`config.mk`:
```
export PLATFORM = sky130hd
export DESIGN_NAME = acc_modify_unit
export DESIGN_NICKNAME = d
export VERILOG_FILES = /design/src/rtl/amu_pkg.sv /design/src/rtl/amu_cond_eval.sv /design/src/rtl/amu_shift_unit.sv /design/src/rtl/amu_flag_gen.sv /design/src/rtl/acc_modify_unit.sv
export SDC_FILE = /design/constraint.sdc
export NUM_CORES = 1
export LEC_CHECK = 0
export BUFFER_PORTS_ARGS = -buffer_cell sky130_fd_sc_hd__buf_2
export CORE_MARGIN = 2
export CORE_UTILIZATION = 57
export CTS_CLUSTER_SIZE = 8
export DETAILED_ROUTE_END_ITERATION = 10
export PLACE_DENSITY = 0.95
export SLEW_MARGIN = 40
export SYNTH_ARGS = -nofsm -noshare
export SYNTH_HDL_FRONTEND = slang
export SYNTH_SLANG_ARGS = --single-unit
```
`constraint.sdc`:
```
create_clock -name clk -period 9.1 [get_ports clk]
set_input_delay 1.82 -clock clk [delete_from_list [all_inputs] [get_ports clk]]
set_output_delay 1.82 -clock clk [all_outputs]
set_load 0.03 [all_outputs]
```
`src/rtl/amu_pkg.sv`:
```
// Package: shared encodings for the conditional accumulator modify unit.
// Assumes the status word is at least 16 bits wide so all flag positions exist.
package amu_pkg;

    // Positions of the flags inside the status word
    localparam int unsigned FLAG_L_POS = 12;
    localparam int unsigned FLAG_Z_POS = 13;
    localparam int unsigned FLAG_V_POS = 14;
    localparam int unsigned FLAG_N_POS = 15;

    // Fields of the modify instruction word
    localparam int unsigned POL_POS    = 8;
    localparam int unsigned COND_LSB   = 4;
    localparam int unsigned COND_W     = 4;
    localparam int unsigned OPSEL_LSB  = 0;
    localparam int unsigned OPSEL_W    = 3;

    // Implemented condition codes
    typedef enum logic [COND_W-1:0] {
        CC_ALWAYS = 4'h0,
        CC_ZFLAG  = 4'h5,
        CC_NFLAG  = 4'h7
    } cond_code_e;

    // Implemented modify operations
    typedef enum logic [OPSEL_W-1:0] {
        OP_ASR = 3'd2,
        OP_SHL = 3'd3,
        OP_NEG = 3'd6,
        OP_ABS = 3'd7
    } mod_op_e;

endpackage

```
`src/rtl/amu_cond_eval.sv`:
```
// Module: amu_cond_eval
// Decides whether a modify instruction's condition holds. It compares one
// selected flag with the polarity bit of the instruction word.
// Assumes flags arrive from the registered status word (purely combinational).
module amu_cond_eval
    import amu_pkg::*;
(
    input  logic [COND_W-1:0] cond_field,
    input  logic              polarity,
    input  logic              flag_z,
    input  logic              flag_n,
    output logic              cond_known,
    output logic              cond_true
);

    // Decode the condition code and evaluate it against the chosen flag
    always_comb begin
        cond_known = 1'b1;
        cond_true  = 1'b0;
        case (cond_field)
            CC_ALWAYS: cond_true = 1'b1;
            CC_ZFLAG:  cond_true = (flag_z == polarity);
            CC_NFLAG:  cond_true = (flag_n == polarity);
            default: begin
                cond_known = 1'b0;
                cond_true  = 1'b0;
            end
        endcase
    end

endmodule

```
`src/rtl/amu_shift_unit.sv`:
```
// Module: amu_shift_unit
// Computes the candidate new accumulator for each modify operation.
// Absolute value reuses the negation result, so a single subtractor serves both.
// Assumes ACC_W >= 2.
module amu_shift_unit
    import amu_pkg::*;
#(
    parameter int unsigned ACC_W = 32
) (
    input  logic [ACC_W-1:0]   acc_in,
    input  logic [OPSEL_W-1:0] op_field,
    output logic [ACC_W-1:0]   acc_res,
    output logic               op_known
);

    localparam int unsigned MSB = ACC_W - 1;

    logic [ACC_W-1:0] negated;
    logic [ACC_W-1:0] asr_val;
    logic [ACC_W-1:0] shl_val;

    // Shared two's-complement negation
    always_comb negated = '0 - acc_in;

    // Shift candidates: sign-filling right, zero-filling left
    always_comb begin
        asr_val = {acc_in[MSB], acc_in[MSB:1]};
        shl_val = {acc_in[MSB-1:0], 1'b0};
    end

    // Select the result for the requested operation
    always_comb begin
        op_known = 1'b1;
        acc_res  = acc_in;
        case (op_field)
            OP_ASR: acc_res = asr_val;
            OP_SHL: acc_res = shl_val;
            OP_NEG: acc_res = negated;
            OP_ABS: acc_res = acc_in[MSB] ? negated : acc_in;
            default: begin
                op_known = 1'b0;
                acc_res  = acc_in;
            end
        endcase
    end

endmodule

```
`src/rtl/amu_flag_gen.sv`:
```
// Module: amu_flag_gen
// Builds the status word that follows a performed modify. Z and N come from
// the result, L and V are cleared, and the other bits pass through.
// Assumes ST_W > FLAG_N_POS.
module amu_flag_gen
    import amu_pkg::*;
#(
    parameter int unsigned ACC_W = 32,
    parameter int unsigned ST_W  = 16
) (
    input  logic [ST_W-1:0]  st_in,
    input  logic [ACC_W-1:0] acc_res,
    output logic [ST_W-1:0]  st_res
);

    localparam int unsigned MSB = ACC_W - 1;

    logic res_zero;

    // Zero detect over the full accumulator
    always_comb res_zero = (acc_res == '0);

    // Merge the refreshed flags into the status word, bit by bit
    for (genvar b = 0; b < ST_W; b++) begin : g_bit
        if (b == FLAG_Z_POS) begin : g_z
            assign st_res[b] = res_zero;
        end else if (b == FLAG_N_POS) begin : g_n
            assign st_res[b] = acc_res[MSB];
        end else if (b == FLAG_L_POS || b == FLAG_V_POS) begin : g_clr
            assign st_res[b] = 1'b0;
        end else begin : g_keep
            assign st_res[b] = st_in[b];
        end
    end

endmodule

```
`src/rtl/acc_modify_unit.sv`:
```
// Module: acc_modify_unit (top)
// Registers the accumulator, status word and illegal-op pulse. A load has
// priority over a modify issued in the same cycle. A modify is applied only
// when both its fields are implemented and its condition holds.
// Assumes one request of each kind per cycle at most; the reset is synchronous.
module acc_modify_unit
    import amu_pkg::*;
#(
    parameter int unsigned ACC_W = 32,
    parameter int unsigned ST_W  = 16,
    parameter int unsigned OPC_W = 16
) (
    input  logic             clk,
    input  logic             rst_n,
    input  logic             load_valid,
    input  logic [ACC_W-1:0] load_data,
    input  logic             mod_valid,
    input  logic [OPC_W-1:0] mod_word,
    output logic [ACC_W-1:0] acc_q,
    output logic [ST_W-1:0]  status_q,
    output logic             illegal_q
);

    logic [COND_W-1:0]  cond_field;
    logic [OPSEL_W-1:0] op_field;
    logic               polarity;
    logic               cond_known;
    logic               cond_true;
    logic               op_known;
    logic [ACC_W-1:0]   acc_res;
    logic [ST_W-1:0]    st_res;
    logic               unused_opc_bits;

    // Split the instruction word into its fields
    always_comb begin
        cond_field = mod_word[COND_LSB +: COND_W];
        op_field   = mod_word[OPSEL_LSB +: OPSEL_W];
        polarity   = mod_word[POL_POS];
    end

    // Bits of the instruction word that this stage does not decode
    assign unused_opc_bits = ^{mod_word[OPC_W-1:POL_POS+1], mod_word[COND_LSB-1:OPSEL_W]};

    amu_cond_eval u_cond (
        .cond_field (cond_field),
        .polarity   (polarity),
        .flag_z     (status_q[FLAG_Z_POS]),
        .flag_n     (status_q[FLAG_N_POS]),
        .cond_known (cond_known),
        .cond_true  (cond_true)
    );

    amu_shift_unit #(.ACC_W(ACC_W)) u_shift (
        .acc_in   (acc_q),
        .op_field (op_field),
        .acc_res  (acc_res),
        .op_known (op_known)
    );

    amu_flag_gen #(.ACC_W(ACC_W), .ST_W(ST_W)) u_flags (
        .st_in   (status_q),
        .acc_res (acc_res),
        .st_res  (st_res)
    );

    // State update: reset, then load priority, then legal/illegal modify
    always_ff @(posedge clk) begin
        if (!rst_n) begin
            acc_q     <= '0;
            status_q  <= '0;
            illegal_q <= 1'b0;
        end else begin
            illegal_q <= 1'b0;
            if (load_valid) begin
                acc_q <= load_data;
            end else if (mod_valid) begin
                if (!(cond_known && op_known)) begin
                    illegal_q <= 1'b1;
                end else if (cond_true) begin
                    acc_q    <= acc_res;
                    status_q <= st_res;
                end
            end
        end
    end

endmodule

```
==> run metrics <==
outcome=complete, no violations; Overflow after GRT=0; Filler cells=531; FF-to-FF Start=acc_q[2]$_SDFFE_PN0P_; worst-case clock skew=0.0122 ns; length in cells of the worst reg-to-reg path=12; FMAX=198 MHz; max-cap violation count=0; half-perimeter wire length of the detailed placement result=7620 µm; Worst-path clk slew=0.08 ns; hold path depth=2; slack of the critical path=4.06 ns; die boundary width=82.3 µm; worst-case clock buffer depth=2; later-pin clock latency in the skew report=0.30 ns; pin count of the biggest net entering global routing=42; Critical Path Start Type=input pin; area share of fa/ha/maj cells after synthesis=0.715%; top cell type by total area after synthesis=dfxtp_1; starting density of the core=59.1%; Compound-Gate Fraction of Synth Area=29.5%; fraction of synthesis flops using an asynchronous set or reset pin=0%; placed inst area=3780 µm²; mux cell area share after synthesis=10.8%; hold buffer count at CTS=0; quantity of I/O buffers inserted on ports=78; main combinational cell family by area after synthesis=compound AO/OA/AOI/OAI gates; relative slew slack=52.9%; unrepaired setup endpoints after global routing=false; footprint of the multi-input gates=2510 µm²; peak supply drop=0.0000778 V; critical path fanouts, max=39; xor and xnor fraction of the mapped netlist area=0.250%; area share of and/or/nand/nor cells after synthesis=29.0%; count of flip-flops with a built-in enable after synthesis=0; data arrival time of the critical path=5.27 ns; remaining antenna violation count after routing=0; startpoint of the worst hold path=status_q[13]$_SDFFE_PN0P_; number of antenna cells inserted=0; reg2reg setup slack=4.92 ns; aggregate global-route resource usage=32.5%; number of different library cells in the post-synthesis netlist=63; area inside the core boundary=5920 µm²; antenna violations before repair=0; last weighted congestion value of the routability-driven placer=0.957; Final Hold Fails=0; Max Transition Viols Final=0; top post-synthesis cells by area=dfxtp_1, mux2i_1, a21oi_1; flip-flop cell with the highest count after synthesis=dfxtp_1; Die Outline Area=6780 µm²; class of the most critical hold timing path=reg2reg; data required time at the worst endpoint=9.33 ns; die boundary height=82.3 µm; crit share post-route=55.4%; WHS Endpoint=status_q[13]$_SDFFE_PN0P_; total setup buffers inserted after CTS=0; flop and latch count out of synthesis=35; count of nets after finishing=586; sinks on the clock net=35; Register Area=701 µm²; stage delay of the slowest cell on the critical path=0.53 ns; number of placed I/O pins=101; category of the worst setup path capture point=flip-flop; wire length reported by the detailed router=11000 µm; Worst Setup Path Type=in2reg; leakage dissipation=1.67 nW; Avg Cell Area, Syn=7.18 µm²; Wirelength per Cell=18.0 µm; total via count after detailed routing=4052; iteration count of the initial detailed-routing pass=7; cell with the biggest individual delay on the critical path=or4_1; clock buffer count from CTS=5; clock tree from TritonCTS=yes; post-cts gate resize count=0; portion of synthesized cell area occupied by the leading cell type=20.0%; Avg Vias per Cell=6.66; fin area=3880 µm²; sequential fraction of the synthesis area=20.0%; crit-path cells=buf_4 -> nand2b_1 -> nand3_1 -> buf_4 -> nor3_1 -> o21ai_0 -> or4bb_1 -> or4_1 -> or4_1 -> o21ai_1; Critical R2R Capture=status_q[13]$_SDFFE_PN0P_; Setup Slack @ Placement=3.84 ns; Synth-to-Final Area Change=10.8%; iteration-0 DRC count of the detailed router=363; via count of the first global-routing pass=3463; slew at the pin with the worst max-slew slack=0.706 ns; minimum clock period after layout=5.04 ns; final worst hold slack=0.509 ns; remaining design rule violation count=0; final sum of negative setup slack=0 ns; count of mapped cells out of synthesis=487; first-pass GRT wire length=17100 µm; power density cells=126 nW/µm²; root buffer cell=clkbuf_8; Clock H-tree levels=2; Synthesis Warnings=0; number of placement rows=28; fraction of final layout cells sized beyond drive strength 1=19.9%; Final setup violation count=0; most numerous cell types in the synthesized netlist=nand2_1, nor2_1, a21oi_1; synthesized area=3500 µm²
worst max path at each step:
stage | from | endpoint | slack (ns) | cells past startpoint
2_1_floorplan | mod_word[0] | status_q[13]$_SDFFE_PN0P_ | 4.98 | 9
3_3_place_gp | mod_word[0] | status_q[13]$_SDFFE_PN0P_ | 3.55 | 10
3_5_place_dp | mod_word[0] | status_q[13]$_SDFFE_PN0P_ | 3.84 | 10
4_1_cts | mod_word[0] | status_q[13]$_SDFFE_PN0P_ | 4.14 | 10
5_1_grt | mod_word[0] | status_q[13]$_SDFFE_PN0P_ | 3.95 | 10
6_report | mod_word[0] | status_q[13]$_SDFFE_PN0P_ | 4.06 | 10
critical path, delay by kind of cell:
kind / cells / cell delay [ns]
buffers and inverters: 2 / 0.77
AO/OA/AOI/OAI: 2 / 0.37
AND/OR/NAND/NOR: 6 / 2.29
kinds of logic after synthesis:
| group | after synthesis |
|---|---|
| AOI/OAI and AO/OA | 150 |
| xor gates and xnor gates | 1 |
| adders and majority gates | 2 |
| buffers and inverters | 69 |
| DFF | 35 |
| muxes | 37 |
| other | 1 |
| and+or+nand+nor | 192 |
state kept, by name (all words and copies together), names as in the netlist:
| name | flops |
|---|---|
| status_q | 2 |
| acc_q | 32 |
| illegal_q | 1 |
power by group:
group / internal, W / switching [W] / total [W]
clock: 0.0000692 / 0.0000597 / 0.000129
sequential: 0.000162 / 0.0000224 / 0.000185
combinational: 0.0000614 / 0.000112 / 0.000173
total: 0.000293 / 0.000194 / 0.000487
through the flow:
step | cells | util (%) | power [W]
final | 608 | 65.5 | 0.000487
after global routing | 608 | 65.5 | 0.000510
after CTS | 608 | 65.5 | 0.000484
after detailed placement | 600 | 63.8 | 0.000356
after global placement | 600 | 63.7 | 0.000352
after floorplan | 500 | - | 0.000313
cell type report:
cell class | count | share of cell area (%)
sequential | 35 | 18.1
inverter | 11 | 1.06
multi-input combinational | 396 | 64.8
clock buffer | 8 | 2.58
tap | 75 | 2.42
timing repair buffer | 83 | 11.1
layout by cell type (no fill, tap or decap), drive strengths merged, types with 6 or more instances in the layout:
master / n
buf: 83
o211ai: 7
nand2: 42
nor3: 23
nor2b: 13
dfxtp: 35
o21ai: 27
nor2: 42
o31ai: 6
o211a: 12
a21oi: 38
inv: 11
o22ai: 8
nand3: 16
or3: 6
and2: 7
conb: 14
nor4: 8
or4: 6
mux2i: 32
a211oi: 11
clkbuf: 8
nand4: 9
routing by layer:
metal	wire (µm)	up-vias	share of wire, %	track usage, %
met2	5190	254	47	53.1
met4	347	0	3.2	13.8
met1	4340	1867	40	42.1
li1	-	1894	-	-
met3	1090	37	9.9	5.33
met5	0	-	0	0
(Power assumes the default switching activity.)
